--- src/rtl/seq_pkg.sv ---
package seq_pkg;
  // number of compute steps in the kernel schedule; step N_STEPS is the drain step
  localparam int N_STEPS = 3;

  typedef enum logic [2:0] {
    SRC_IN0  = 3'd0,
    SRC_IN1  = 3'd1,
    SRC_IN2  = 3'd2,
    SRC_ADD  = 3'd3,
    SRC_MUL  = 3'd4,
    SRC_ADDH = 3'd5,
    SRC_MULH = 3'd6,
    SRC_ZERO = 3'd7
  } src_e;

  typedef struct packed {
    src_e add_a;
    src_e add_b;
    src_e mul_a;
    src_e mul_b;
  } ctl_t;
endpackage

--- src/rtl/sched_rom.sv ---
module sched_rom
  import seq_pkg::*;
#(
  parameter int STEP_W = 2
) (
  input  logic [STEP_W-1:0] step,
  output ctl_t              ctl
);
  // step 0: s=a+b, m=a*c | step 1: t=s+m, u=s*c | step 2: r0=t+u, r1=t*m(held)
  always_comb begin
    ctl = '{add_a: SRC_ZERO, add_b: SRC_ZERO, mul_a: SRC_ZERO, mul_b: SRC_ZERO};
    case (step)
      STEP_W'(0): ctl = '{add_a: SRC_IN0, add_b: SRC_IN1, mul_a: SRC_IN0, mul_b: SRC_IN2};
      STEP_W'(1): ctl = '{add_a: SRC_ADD, add_b: SRC_MUL, mul_a: SRC_ADD, mul_b: SRC_IN2};
      STEP_W'(2): ctl = '{add_a: SRC_ADD, add_b: SRC_MUL, mul_a: SRC_ADD, mul_b: SRC_MULH};
      default:    ctl = '{add_a: SRC_ZERO, add_b: SRC_ZERO, mul_a: SRC_ZERO, mul_b: SRC_ZERO};
    endcase
  end
endmodule

--- src/rtl/delay_pipe.sv ---
module delay_pipe #(
  parameter int W     = 16,
  parameter int DEPTH = 4
) (
  input  logic         clk,
  input  logic         rst_n,
  input  logic         en,
  input  logic [W-1:0] d,
  output logic [W-1:0] q
);
  logic [W-1:0] stage_q [DEPTH];

  for (genvar g = 0; g < DEPTH; g++) begin : g_stage
    always_ff @(posedge clk) begin
      if (!rst_n)  stage_q[g] <= '0;
      else if (en) stage_q[g] <= (g == 0) ? d : stage_q[(g == 0) ? 0 : g-1];
    end
  end

  assign q = stage_q[DEPTH-1];

  // a frozen strip must not slip: no shift without enable
  assert_pipe_freeze_R8: assert property (@(posedge clk) disable iff (!rst_n)
    !en |=> $stable(q));
endmodule

--- src/rtl/op_unit.sv ---
module op_unit #(
  parameter int W      = 16,
  parameter int P      = 4,
  parameter bit IS_MUL = 1'b0
) (
  input  logic         clk,
  input  logic         rst_n,
  input  logic         en,
  input  logic [W-1:0] opa,
  input  logic [W-1:0] opb,
  output logic [W-1:0] res
);
  logic [W-1:0] raw;

  if (IS_MUL) begin : g_mul
    assign raw = opa * opb;
  end else begin : g_add
    assign raw = opa + opb;
  end

  // latency padded to exactly P so one strip spans one step
  delay_pipe #(.W(W), .DEPTH(P)) u_pad (
    .clk(clk), .rst_n(rst_n), .en(en), .d(raw), .q(res)
  );
endmodule

--- src/rtl/strip_reuse_seq.sv ---
module strip_reuse_seq
  import seq_pkg::*;
#(
  parameter int W = 16,
  parameter int P = 4
) (
  input  logic         clk,
  input  logic         rst_n,
  input  logic         b2b_mode,
  input  logic         in_valid,
  output logic         in_ready,
  input  logic [W-1:0] in_a,
  input  logic [W-1:0] in_b,
  input  logic [W-1:0] in_c,
  output logic         out_valid,
  output logic [W-1:0] out_r0,
  output logic [W-1:0] out_r1,
  output logic         out_flag
);
  localparam int SLOT_W = (P > 1) ? $clog2(P) : 1;
  localparam int STEP_W = $clog2(N_STEPS + 1);
  localparam int N_IN   = 3;

  logic [SLOT_W-1:0] slot_q;
  logic [STEP_W-1:0] step_q;
  logic              drn_q;
  logic              first, drain, adv, last_slot;
  ctl_t              ctl;

  assign first     = (step_q == STEP_W'(0));
  assign drain     = (step_q == STEP_W'(N_STEPS));
  assign last_slot = (slot_q == SLOT_W'(P-1));
  assign adv       = first ? in_valid : 1'b1;
  assign in_ready  = first;
  assign out_valid = drain || (first && drn_q && in_valid);

  always_ff @(posedge clk) begin
    if (!rst_n) begin
      slot_q <= '0;
      step_q <= '0;
      drn_q  <= 1'b0;
    end else if (adv) begin
      if (last_slot) begin
        slot_q <= '0;
        if (drain) begin
          step_q <= '0;
          drn_q  <= 1'b0;
        end else if (step_q == STEP_W'(N_STEPS-1)) begin
          step_q <= b2b_mode ? STEP_W'(0) : STEP_W'(N_STEPS);
          drn_q  <= b2b_mode;
        end else begin
          step_q <= step_q + 1'b1;
          drn_q  <= 1'b0;
        end
      end else begin
        slot_q <= slot_q + 1'b1;
      end
    end
  end

  sched_rom #(.STEP_W(STEP_W)) u_rom (.step(step_q), .ctl(ctl));

  // input rings: load during step 0, recirculate otherwise
  logic [W-1:0] in_bus [N_IN];
  logic [W-1:0] ring_q [N_IN];
  logic [W-1:0] cur    [N_IN];
  assign in_bus[0] = in_a;
  assign in_bus[1] = in_b;
  assign in_bus[2] = in_c;

  for (genvar k = 0; k < N_IN; k++) begin : g_ring
    assign cur[k] = first ? in_bus[k] : ring_q[k];
    delay_pipe #(.W(W), .DEPTH(P)) u_ring (
      .clk(clk), .rst_n(rst_n), .en(adv), .d(cur[k]), .q(ring_q[k])
    );
  end

  logic [W-1:0] add_q, mul_q, addh_q, mulh_q;

  function automatic logic [W-1:0] pick(input src_e s, input logic [W-1:0] i0, i1, i2,
                                        input logic [W-1:0] ad, mu, adh, muh);
    case (s)
      SRC_IN0:  return i0;
      SRC_IN1:  return i1;
      SRC_IN2:  return i2;
      SRC_ADD:  return ad;
      SRC_MUL:  return mu;
      SRC_ADDH: return adh;
      SRC_MULH: return muh;
      default:  return '0;
    endcase
  endfunction

  logic [W-1:0] add_a, add_b, mul_a, mul_b;
  assign add_a = pick(ctl.add_a, cur[0], cur[1], cur[2], add_q, mul_q, addh_q, mulh_q);
  assign add_b = pick(ctl.add_b, cur[0], cur[1], cur[2], add_q, mul_q, addh_q, mulh_q);
  assign mul_a = pick(ctl.mul_a, cur[0], cur[1], cur[2], add_q, mul_q, addh_q, mulh_q);
  assign mul_b = pick(ctl.mul_b, cur[0], cur[1], cur[2], add_q, mul_q, addh_q, mulh_q);

  op_unit #(.W(W), .P(P), .IS_MUL(1'b0)) u_add (
    .clk(clk), .rst_n(rst_n), .en(adv), .opa(add_a), .opb(add_b), .res(add_q)
  );
  op_unit #(.W(W), .P(P), .IS_MUL(1'b1)) u_mul (
    .clk(clk), .rst_n(rst_n), .en(adv), .opa(mul_a), .opb(mul_b), .res(mul_q)
  );

  // chained hold pipes: each unit's value from two steps back
  delay_pipe #(.W(W), .DEPTH(P)) u_addh (
    .clk(clk), .rst_n(rst_n), .en(adv), .d(add_q), .q(addh_q)
  );
  delay_pipe #(.W(W), .DEPTH(P)) u_mulh (
    .clk(clk), .rst_n(rst_n), .en(adv), .d(mul_q), .q(mulh_q)
  );

  assign out_r0   = add_q;
  assign out_r1   = mul_q;
  assign out_flag = add_q > mul_q;

  assert_slot_range_R3: assert property (@(posedge clk) disable iff (!rst_n)
    slot_q <= SLOT_W'(P-1));

  assert_step_hold_R3: assert property (@(posedge clk) disable iff (!rst_n)
    (adv && !last_slot) |=> $stable(step_q));

  assert_stall_frozen_R8: assert property (@(posedge clk) disable iff (!rst_n)
    (in_ready && !in_valid) |=> ($stable(slot_q) && $stable(step_q) && in_ready));

  assert_result_without_input_R10: assert property (@(posedge clk) disable iff (!rst_n)
    (out_valid && !in_valid) |-> !in_ready);
endmodule

--- config.mk ---
export PLATFORM = sky130hd
export DESIGN_NAME = strip_reuse_seq
export DESIGN_NICKNAME = d
export VERILOG_FILES = /design/src/rtl/seq_pkg.sv /design/src/rtl/sched_rom.sv /design/src/rtl/delay_pipe.sv /design/src/rtl/op_unit.sv /design/src/rtl/strip_reuse_seq.sv
export SDC_FILE = /design/constraint.sdc
export NUM_CORES = 1
export LEC_CHECK = 0
export BUFFER_PORTS_ARGS = -buffer_cell sky130_fd_sc_hd__buf_4
export CAP_MARGIN = 20
export CORE_MARGIN = 2
export CORE_UTILIZATION = 67
export DETAILED_ROUTE_END_ITERATION = 6
export HOLD_SLACK_MARGIN = 0.08
export PLACE_DENSITY = 0.85
export SYNTH_ARGS = -nofsm -noshare
export SYNTH_HDL_FRONTEND = slang
export SYNTH_SLANG_ARGS = --single-unit
--- constraint.sdc ---
create_clock -name clk -period 28.1 [get_ports clk]
set_input_delay 8.43 -clock clk [delete_from_list [all_inputs] [get_ports clk]]
set_output_delay 8.43 -clock clk [all_outputs]
set_load 0.005 [all_outputs]
Yosys cells after proc, flatten, opt, wreduce, memory -nomap -nowiden
Memories as Yosys holds them, arrays and structs flattened.
Index checks and enable logic that the tools add are counted.
{ "word_totals": {"reg_bits": 5, "mem_bits_rw": 448, "out_inout_bits": 35, "elab_cells": 127, "memories": 7} }
{ "classes": {"add_sub_neg": 3, "n_mul": 1, "order_cmp": 1, "n_eq_ne": 28, "mux": 47, "n_bitwise": 28, "reduce_logical": 9} }
{ "mem_list": {"columns": ["memory", "words", "word_bits", "read_ports", "rd_ports_with_merged_regs", "write_ports", "line_no", "rtl"], "rows": [
  ["g_ring[0].u_ring.stage_q", 4, 16, 4, 0, 4, "delay_pipe.sv:11", "logic [W-1:0] stage_q [DEPTH];"],
  ["g_ring[1].u_ring.stage_q", 4, 16, 4, 0, 4, "delay_pipe.sv:11", null],
  ["g_ring[2].u_ring.stage_q", 4, 16, 4, 0, 4, "delay_pipe.sv:11", null],
  ["u_add.u_pad.stage_q", 4, 16, 4, 0, 4, "delay_pipe.sv:11", null],
  ["u_addh.stage_q", 4, 16, 4, 0, 4, "delay_pipe.sv:11", null],
  ["u_mul.u_pad.stage_q", 4, 16, 4, 0, 4, "delay_pipe.sv:11", null],
  ["+1 memories", null, null, null, null, null, null, null]
]} }
{ "ops": {"columns": ["cell", "n"], "rows": [
  ["two-way mux 16 bit", 31],
  ["one-hot mux 16 bit (7 select lines)", 4],
  ["equality test 3 bit, second input constant", 12],
  ["one-hot mux 12 bit (3 select lines)", 1],
  ["OR 1 bit", 28],
  ["equality test 3 x 2 -> 1 bit, second input constant", 8],
  ["adder 16 bit", 1],
  ["greater-than comparator 16 bit", 1],
  ["multiplier 16 x 16 -> 16 bit", 1],
  ["equality test 3 x 1 -> 1 bit, second input constant", 4],
  ["zero test 3 bit", 4],
  ["two-way mux 2 bit", 4],
  ["two-way mux 1 bit", 7],
  ["equality test 2 bit, second input constant", 3],
  ["adder 2 x 1 -> 2 bit, second input constant", 2],
  ["equality test 2 x 1 -> 1 bit, second input constant", 1],
  ["logical AND 1 bit", 2],
  ["zero test 2 bit", 1],
  ["AND reduction 2 bit", 1],
  ["logical OR 1 bit", 1]
]} }

Depth between registers and ports, before layout
Gate-level depths: netlist (run 1).
{ "logic_depth": {"depth_word": 6, "depth_mapped": 29, "ltp_nobuf": 26} }

Hierarchy
From an unflattened synthesis (run 1), not the netlist that was laid out.
{ "hier_totals": {"cells_unflattened": 2286, "hier_area_um2": 26829.5} }
{ "by_module_without_submodules": {"columns": ["mod", "instances", "cells_per_inst", "area_each_um2"], "rows": [
  ["delay_pipe", 7, 143, 2431.1],
  ["strip_reuse_seq", 1, 691, 4974.8],
  ["op_unit (u_mul)", 1, 479, 3990.1],
  ["op_unit (u_add)", 1, 98, 724.4],
  ["sched_rom", 1, 17, 122.6]
]} }

Least setup slack after synthesis (run 1)
No wires, ideal clock.
{ "synth_timing": {"path_kind": "input port to flip-flop", "startpoint": "in in_valid", "endpoint": "mem g_ring[0].u_ring.stage_q[0][0] (enable)", "setup_time_ns": 0.795, "arrival_time_ns": 17.691, "required_ns": 27.305, "path_slack_ns": 9.613, "stages": 5, "path_cell_list": "nand2b_1 > clkbuf_1 > clkbuf_1 > nor2_1 > inv_1"} }
{ "synth_lines": {"columns": ["item", "line_no", "rtl"], "rows": [
  ["start: declaration", "strip_reuse_seq.sv:10", "input logic in_valid,"],
  ["end: declaration", "delay_pipe.sv:11", null]
]} }

Worst setup path after layout (run 1)
{ "layout_timing": {"startpoint": "in in_valid", "endpoint": "out out_valid"} }
{ "layout_between": {"elab_chain_len": 2} }
{ "layout_rtl": {"columns": ["item", "line_no", "rtl"], "rows": [
  ["logical AND 1 bit", "strip_reuse_seq.sv:35", "assign out_valid = drain || (first && drn_q && in_valid);"],
  ["logical OR 1 bit", "strip_reuse_seq.sv:35", null],
  ["end: declaration", "strip_reuse_seq.sv:15", "output logic out_valid,"]
]} }
Every way passes these cells.

==> results of run 1 <==
routing by layer:
metal  GRT usage (%)  wire length (um)
met4            13.7              2780
met1            51.2             25000
met5               0                 0
met3            6.67              6670
met2            51.8             27900
logic make-up after synthesis:
| group | after synthesis | share of synthesized area [%] |
|---|---|---|
| and+or+nand+nor | 737 | 16.3 |
| DFF | 453 | 57.2 |
| buffers and inverters | 294 | 4.86 |
| AOI/OAI and AO/OA | 243 | 6.41 |
| adders and majority gates | 167 | 11.4 |
| xor gates and xnor gates | 49 | 2.04 |
| muxes | 41 | 1.76 |
state kept, by name (all words and copies together), names as in the netlist:
register	count
u_addh.stage_q	64
u_mul.u_pad.stage_q	64
step_q	2
u_add.u_pad.stage_q	64
g_ring.u_ring.stage_q	192
slot_q	2
drn_q	1
u_mulh.stage_q	64
layout make-up:
| class | instances | share of cell area (%) |
|---|---|---|
| clock buffer | 58 | 4.60 |
| clock inverter | 24 | 0.808 |
| tap | 455 | 2.19 |
| sequential | 453 | 52.1 |
| multi-input combinational | 1237 | 34.7 |
| timing repair buffer | 109 | 3.30 |
| inverter | 157 | 2.30 |
cell usage in the layout (no fill, tap or decap), types with 5 or more instances in the layout:
| master | count |
|---|---|
| edfxtp_1 | 448 |
| and3_1 | 362 |
| nor2_1 | 162 |
| inv_1 | 152 |
| nand2_1 | 131 |
| buf_4 | 106 |
| a21oi_1 | 103 |
| ha_1 | 83 |
| fa_1 | 81 |
| clkbuf_16 | 46 |
| mux2i_1 | 36 |
| xnor2_1 | 31 |
| o21ai_0 | 28 |
| a21o_1 | 27 |
| nand2b_1 | 20 |
| nand3_1 | 15 |
| xor2_1 | 14 |
| a22oi_1 | 13 |
| clkbuf_1 | 12 |
| and2_1 | 10 |
| o21a_1 | 9 |
| nor2b_1 | 9 |
| a31oi_1 | 8 |
| nand3b_1 | 8 |
| clkinv_1 | 8 |
| o21ai_1 | 7 |
| o31ai_1 | 7 |
| a211o_1 | 7 |
| or2_1 | 6 |
| a222oi_1 | 5 |
| mux2_2 | 5 |
| or2_2 | 5 |
| a211oi_1 | 5 |
| a221o_1 | 5 |
| clkinv_2 | 5 |
| dfxtp_1 | 5 |
path summary, 6_finish.rpt:
check	startpoint	endpoint	slack, ns	depth (start not counted)
max	in_valid	out_valid	10.76	3
min	slot_q[0]	slot_q[0]	0.49	1
max reg2reg	step_q[0]	u_mul.u_pad.stage_q[0][15]	19.62	22
min reg2reg	slot_q[0]	slot_q[0]	0.49	1
per-stage QoR:
stage / setup slack, ns / cell area, um2 / total power, mW
floorplan: 9.61 / 23700 / 1.28
global placement: 10.76 / 24600 / 1.43
detailed placement: 10.77 / 24600 / 1.45
CTS: 10.76 / 26000 / 2.03
global route: 10.76 / 26000 / 2.13
finish: 10.76 / 26000 / 2.03
power groups by stage:
stage          sequential (mW)  combinational, mW  clock [mW]
2_1_floorplan            0.841              0.439           0
3_3_place_gp             0.841              0.591           0
3_5_place_dp             0.843              0.604           0
4_1_cts                  0.830              0.616       0.584
5_1_grt                  0.834              0.691       0.607
6_report                 0.831              0.620       0.580
critical path: stages:
cell and delay, ns:
buf_4 0.11, a31o_2 0.23, buf_4 0.13
==> flow_summary.ini, run 1 <==
[clocking]
root_buffer = clkbuf_16
cts_made_buffers = 45
cts_setup_buffers = 0
cts_hold_buffers = 0
cts.sinks = 453
insertion_delay_ns = 0.59
cts_resized = 0
clkTransAtPathRegs_ns = 0.06
ctsHtreeMaxLevel = 2
cts_max_path_buffers = 3
cts_tree = built

[finish]
multi_input_area_mm2 = 0.00902
regArea_mm2 = 0.0136
syn2layout_area_growth_pct = 9.75
postLayoutCoreUtil_pct = 74.9
final_cell_count_no_fill = 2493
fillerInstances = 2221
final_nets = 2222
drive_above_1_share_pct = 9.57
diodes = 0

[pwr]
power_density_mw_per_mm2 = 78.1
cellLeakagePower_nw = 12.3
switchingPower_uw = 636
power.share.sequential_pct = 40.9
p_sw_share_pct = 31.3
irDropWorstVdd_mv = 0.0896
p_clk_share_pct = 28.5
pwr-share-comb_pct = 30.6
internal-power_mw = 1.39

[placement]
gp_congestion = 0.945
port_buffers = 86
dp_hpwl_um = 41000
dp.cells = 2409

[synthesis]
yosysWarnings = 0
synthFlopType = edfxtp_1
synth-seq-area-share_pct = 57.2
synthCells = 1984
synth_edf_count = 448
ys_types = 55
synth_fp_nets = 2203
ys_top_cells_by_area = edfxtp_1 (57%), and3_1 (9.6%), fa_1 (6.8%), ha_1 (4.5%), nor2_1 (2.6%)
synth_common_cells = edfxtp_1 (448), and3_1 (362), nor2_1 (162)
syn_avg_cell_area_um2 = 11.9
yosysMostFrequentCell = edfxtp_1
netlist_area_mm2 = 0.0237
ys_ff_latch = 453
yosysTopAreaCellShare_pct = 56.8
yosys.area.top_type = edfxtp_1
postSynth.asyncResetShare_pct = 0

[timing]
timing_hold_violations_final = 0
timing.fmax_mhz = 57.7
min_period_over_period_pct = 61.7
worst_slew_pin_slew_ns = 1.10
relSlewSlack_pct = 25.8
setup_tns_ns = 0
rsz0062_at_grt = no
final_max_slew_viol_count = 0
skew_ns = 0.0203
whs_ns = 0.488
min_period_ns = 17.34
finalSetupViolations = 0

[worst_setup_path]
crit_type = input port to output port
critical_path.startpoint_type = input port
cp-end-kind = output port
critPathArrivalTime_ns = 8.91
path_max_fanout = 2
cp.required_ns = 19.67

[die]
die_w_um = 192
core-area_mm2 = 0.0347
pin_count = 87
dieArea_mm2 = 0.0369
start_util_pct = 68.3
die_h_um = 192
rows = 68

[grt]
grt_start_max_net_pins = 185
grt_pass1_vias = 15360
grt_use_total_pct = 34.8
antenna_found_initial = 1
grt.overflow.total = 0
grt_pass1_wl_um = 93400

[detailed_routing]
vias = 15942
wirelength_um = 62400
postRouteAntennaNets = 0
route.detailed.drc = 0
dr.pass1.iters = 6
vias_per_cell = 6.39
drt-initial-drc-count = 1907
wl_per_cell_um = 25.0

[job]
maxCapViolations = 0

[worst_hold_path]
hp-class = register to register

[run_status]
outcome = finished, final reports clean
(Power assumes the default switching activity.)
==> inputs of run 2 (changes only) <==
Settings changed: CORE_UTILIZATION 67 to 63, PLACE_DENSITY 0.85 to 0.81.
Clock period 28.1 ns to 17.22 ns, I/O delays scaled along.
==> run 2 against run 1 <==
Against the previous run: first-iteration DRC count shrank 14%; die area grew 6.2%; largest power group unchanged; critical path depth grew 19; sequential share of layout area shrank 0.10 points; largest cell class unchanged; critical path type is now input port to register; sequential cell count is the same; clock skew grew 0.015 ns; via count shrank 1.3%; wire length grew 1.5%; non-clock buffer count grew 1; cell count grew 0.76%; combinational power grew 61%; highest routed layer unchanged.
==> flow_summary.ini, run 2 (synthesis gave the netlist of run 1 again) <==
[run_status]
outcome = finished, final reports clean

[detailed_routing]
vias_per_cell = 6.26
route.detailed.drc = 0
drt-initial-drc-count = 1633
postRouteAntennaNets = 0
wl_per_cell_um = 25.2
dr.pass1.iters = 6
vias = 15734
wirelength_um = 63300

[grt]
grt_use_total_pct = 33.0
grt_pass1_wl_um = 93900
grt.overflow.total = 0
antenna_found_initial = 3
grt_pass1_vias = 14945
grt_start_max_net_pins = 188

[clocking]
cts_hold_buffers = 0
ctsHtreeMaxLevel = 2
cts_tree = built
cts_resized = 0
cts.sinks = 453
root_buffer = clkbuf_16
clkTransAtPathRegs_ns = 0.06
cts_max_path_buffers = 3
cts_setup_buffers = 0
insertion_delay_ns = 0.59
cts_made_buffers = 45

[die]
rows = 71
start_util_pct = 63.5
die_w_um = 198
die_h_um = 198
dieArea_mm2 = 0.0392
pin_count = 87
core-area_mm2 = 0.0373

[placement]
port_buffers = 86
gp_congestion = 0.931
dp_hpwl_um = 43300
dp.cells = 2430

[finish]
syn2layout_area_growth_pct = 9.96
postLayoutCoreUtil_pct = 69.8
final_nets = 2223
drive_above_1_share_pct = 9.72
fillerInstances = 2619
final_common_cell = edfxtp_1
layout_common_cells = edfxtp_1 (448), and3_1 (362), nor2_1 (162)
regMostFlops = g_ring.u_ring.stage_q
largest_reg_flops = 192
diodes = 0
final_cell_count_no_fill = 2512

[pwr]
irDropWorstVdd_mv = 0.163
power_mw = 3.32
cellLeakagePower_nw = 12.3
power_density_mw_per_mm2 = 127

[timing]
skew_ns = 0.0353
final_max_slew_viol_count = 0
setup_tns_ns = 0
min_period_over_period_pct = 63.6
finalSetupViolations = 0
relSlewSlack_pct = 22.8
timing.fmax_mhz = 91.3
whs_ns = 0.488
worst_slew_pin_slew_ns = 1.15
min_period_ns = 10.95
rsz0062_at_grt = no
timing_hold_violations_final = 0

[worst_setup_path]
path_max_fanout = 5
crit_type = input port to register
cp-end-kind = register
cp.required_ns = 17.54
critPathArrivalTime_ns = 11.27
critical_path.startpoint_type = input port

[job]
maxCapViolations = 0

[worst_hold_path]
hp-class = register to register
==> run 2: power breakdown <==
group | leakage (nW) | internal, mW | switching [mW]
logic | 6.60 | 0.431 | 0.567
registers | 5.01 | 1.31 | 0.0424
clock network | 0.691 | 0.543 | 0.420
total | 12.3 | 2.29 | 1.03
==> run 2: worst max-delay path: stages <==
cell      delay (ns)
buf_4           0.11
mux2i_1         0.11
o21ai_0         0.82
nand2b_1        0.29
nor2_1          0.22
fa_1            0.47
inv_1           0.09
fa_1            0.44
fa_1            0.42
fa_1            0.50
inv_1           0.07
fa_1            0.53
inv_1           0.05
fa_1            0.47
inv_1           0.04
ha_1            0.33
a21o_1          0.17
a21o_1          0.16
a31oi_1         0.23
o21ai_0         0.15
xnor3_1         0.39
nor2_1          0.04
==> run 2: final cells by class <==
type	instances	area (um2)	share of cell area, %
sequential	453	13600	52.0
multi-input combinational	1237	9020	34.6
clock buffer	51	1150	4.41
timing repair buffer	110	865	3.32
inverter	157	597	2.29
tap	474	593	2.28
clock inverter	30	278	1.07
==> run 2: path summary, 6_finish.rpt <==
kind	startpoint	to	slack [ns]	cells past startpoint
max reg2reg	step_q[0]	u_mul.u_pad.stage_q[0][15]	9.13	22
max	in_c[5]	u_mul.u_pad.stage_q[0][15]	6.27	22
min	slot_q[0]	slot_q[0]	0.49	2
min reg2reg	slot_q[0]	slot_q[0]	0.49	2
==> run 2: stage by stage <==
step / setup slack, ns / area [um2]
final: 6.27 / 26100
after global routing: 5.92 / 26100
after CTS: 6.30 / 26000
after detailed placement: 5.74 / 24600
after global placement: 5.63 / 24600
after floorplan: 2.00 / 23700
==> run 2: per-layer routing <==
metal	GRT usage, %	wire length (um)	share of wire, %	vias up
met4	10.2	1930	3.0	0
met5	0	0	0	-
met3	5.23	5500	8.7	111
li1	-	-	-	7073
met2	49.5	28300	45	730
met1	50.0	27600	44	7820
==> inputs of run 3 (changes only) <==
Clock period 17.22 ns to 10.9 ns, I/O delays scaled along.
==> run 3 against run 2 <==
Against the previous run: the flow now finishes with violations (design-rule violations); worst hold slack better by 0.0059 ns; sequential share of layout area decreased by 0.12 points; non-clock buffer count fell by 4.
==> flow_summary.ini, run 3 (synthesis gave the netlist of run 1 again) <==
[run_status]
failed_checks = design-rule violations
outcome = finished, violations left

[clocking]
cts_max_path_buffers = 3
cts_tree = built
cts_hold_buffers = 0
ctsHtreeMaxLevel = 2
cts_resized = 0
cts_made_buffers = 46
cts_setup_buffers = 0
cts.sinks = 453
clkTransAtPathRegs_ns = 0.06
root_buffer = clkbuf_16
insertion_delay_ns = 0.60

[finish]
layout_common_cells = edfxtp_1 (448), and3_1 (362), nor2_1 (161)
fillerInstances = 2591
multi_input_area_mm2 = 0.00903
regMostFlops = g_ring.u_ring.stage_q
largest_reg_flops = 192
final_cell_count_no_fill = 2513
syn2layout_area_growth_pct = 10.2
drive_above_1_share_pct = 9.67
final_nets = 2220
regArea_mm2 = 0.0136
final_common_cell = edfxtp_1
postLayoutCoreUtil_pct = 70.0

[placement]
dp.cells = 2427
port_buffers = 86
gp_congestion = 0.918
dp_hpwl_um = 43700
dp_slack_ns = 1.28

[timing]
final_max_slew_viol_count = 0
worst_slew_pin_slew_ns = 1.13
timing_hold_violations_final = 0
relSlewSlack_pct = 23.8
min_period_ns = 9.09
rsz0062_at_grt = no
timing.fmax_mhz = 110
timing.final.ws_setup_ns = 1.81
skew_ns = 0.0195
finalSetupViolations = 0
min_period_over_period_pct = 83.4

[die]
dieArea_mm2 = 0.0392
start_util_pct = 63.5
rows = 71
pin_count = 87
die_w_um = 198
die_h_um = 198
core-area_mm2 = 0.0373

[detailed_routing]
route.detailed.drc = 10
wl_per_cell_um = 25.5
drt-initial-drc-count = 1728
vias = 15756
wirelength_um = 64000
vias_per_cell = 6.27
dr.pass1.iters = 7
postRouteAntennaNets = 0

[worst_setup_path]
critical_path.startpoint_type = input port
crit_type = input port to register
cp-end-kind = register
cp.required_ns = 11.22
path_max_fanout = 5
critPathArrivalTime_ns = 9.41

[pwr]
power_density_mw_per_mm2 = 203
internal-power_mw = 3.69
irDropWorstVdd_mv = 0.231
power.share.sequential_pct = 40.5
cellLeakagePower_nw = 12.3
p_sw_share_pct = 30.4
p_clk_share_pct = 30.3
switchingPower_mw = 1.61
pwr-share-comb_pct = 29.2

[grt]
antenna_found_initial = 3
grt_use_total_pct = 33.4
grt_start_max_net_pins = 185
grt.overflow.total = 0
grt_pass1_vias = 15102
grt_pass1_wl_um = 94800

[job]
maxCapViolations = 0

[worst_hold_path]
hp-class = register to register
## run 3: cell count changes in the layout (fill, tap and decap cells not counted), moves of 2 or more
cell / delta
clkbuf_16: +2
buf_4: -4
inv_6: -2
clkbuf_1: +5
clkinv_1: -3
bufinv_16: +2
clkinv_2: +2
## run 3: per-stage QoR
step | power [mW] | setup TNS, ns | area [um2] | hold WS (ns)
3_3_place_gp | 3.69 | 0 | 24600 | 0.468
4_1_cts | 5.31 | 0 | 26100 | 0.485
3_5_place_dp | 3.70 | 0 | 24600 | 0.473
6_report | 5.30 | 0 | 26100 | 0.494
2_1_floorplan | 3.29 | -5.11 | 23700 | 0.452
5_1_grt | 5.58 | 0 | 26100 | 0.500
## run 3: layer usage
layer / part of all wire (%) / track usage, % / vias up
met4: 3.5 / 11.6 / 0
met2: 45 / 49.4 / 701
met3: 8.6 / 5.89 / 109
li1: - / - / 7067
met5: 0 / 0 / -
met1: 43 / 50.4 / 7879
## run 3: path summary, 6_finish.rpt
check | slack (ns) | end | startpoint | cells after the start
min | 0.49 | slot_q[0] | slot_q[0] | 2
max | 1.81 | u_mul.u_pad.stage_q[0][15] | in_c[5] | 22
min reg2reg | 0.49 | slot_q[0] | slot_q[0] | 2
max reg2reg | 2.92 | u_mul.u_pad.stage_q[0][15] | step_q[1] | 23
## run 3: layout make-up
type	instances	area share, %
tap	474	2.27
sequential	453	51.9
timing repair buffer	106	3.17
clock inverter	27	1.16
antenna	1	0.00958
clock buffer	58	4.66
inverter	157	2.27
multi-input combinational	1237	34.6
## run 3: power groups by stage
stage	Clock (mW)	Sequential (mW)	Combinational (mW)
2_1_floorplan	0	2.16	1.13
3_3_place_gp	0	2.17	1.52
3_5_place_dp	0	2.18	1.53
4_1_cts	1.62	2.14	1.55
5_1_grt	1.69	2.15	1.74
6_report	1.61	2.15	1.55
## run 3: critical path: stages
cell and delay, ns:
buf_4 0.10, mux2i_1 0.10, o21ai_0 0.81, nand2b_1 0.31, nor2_1 0.23, fa_1 0.44, inv_1 0.12, fa_1 0.47
fa_1 0.43, fa_1 0.50, inv_1 0.06, fa_1 0.52, inv_1 0.05, fa_1 0.48, inv_1 0.04, ha_1 0.33
a21o_1 0.18, a21o_1 0.17, a31oi_1 0.23, o21ai_0 0.14, xnor3_1 0.39, nor2_1 0.04
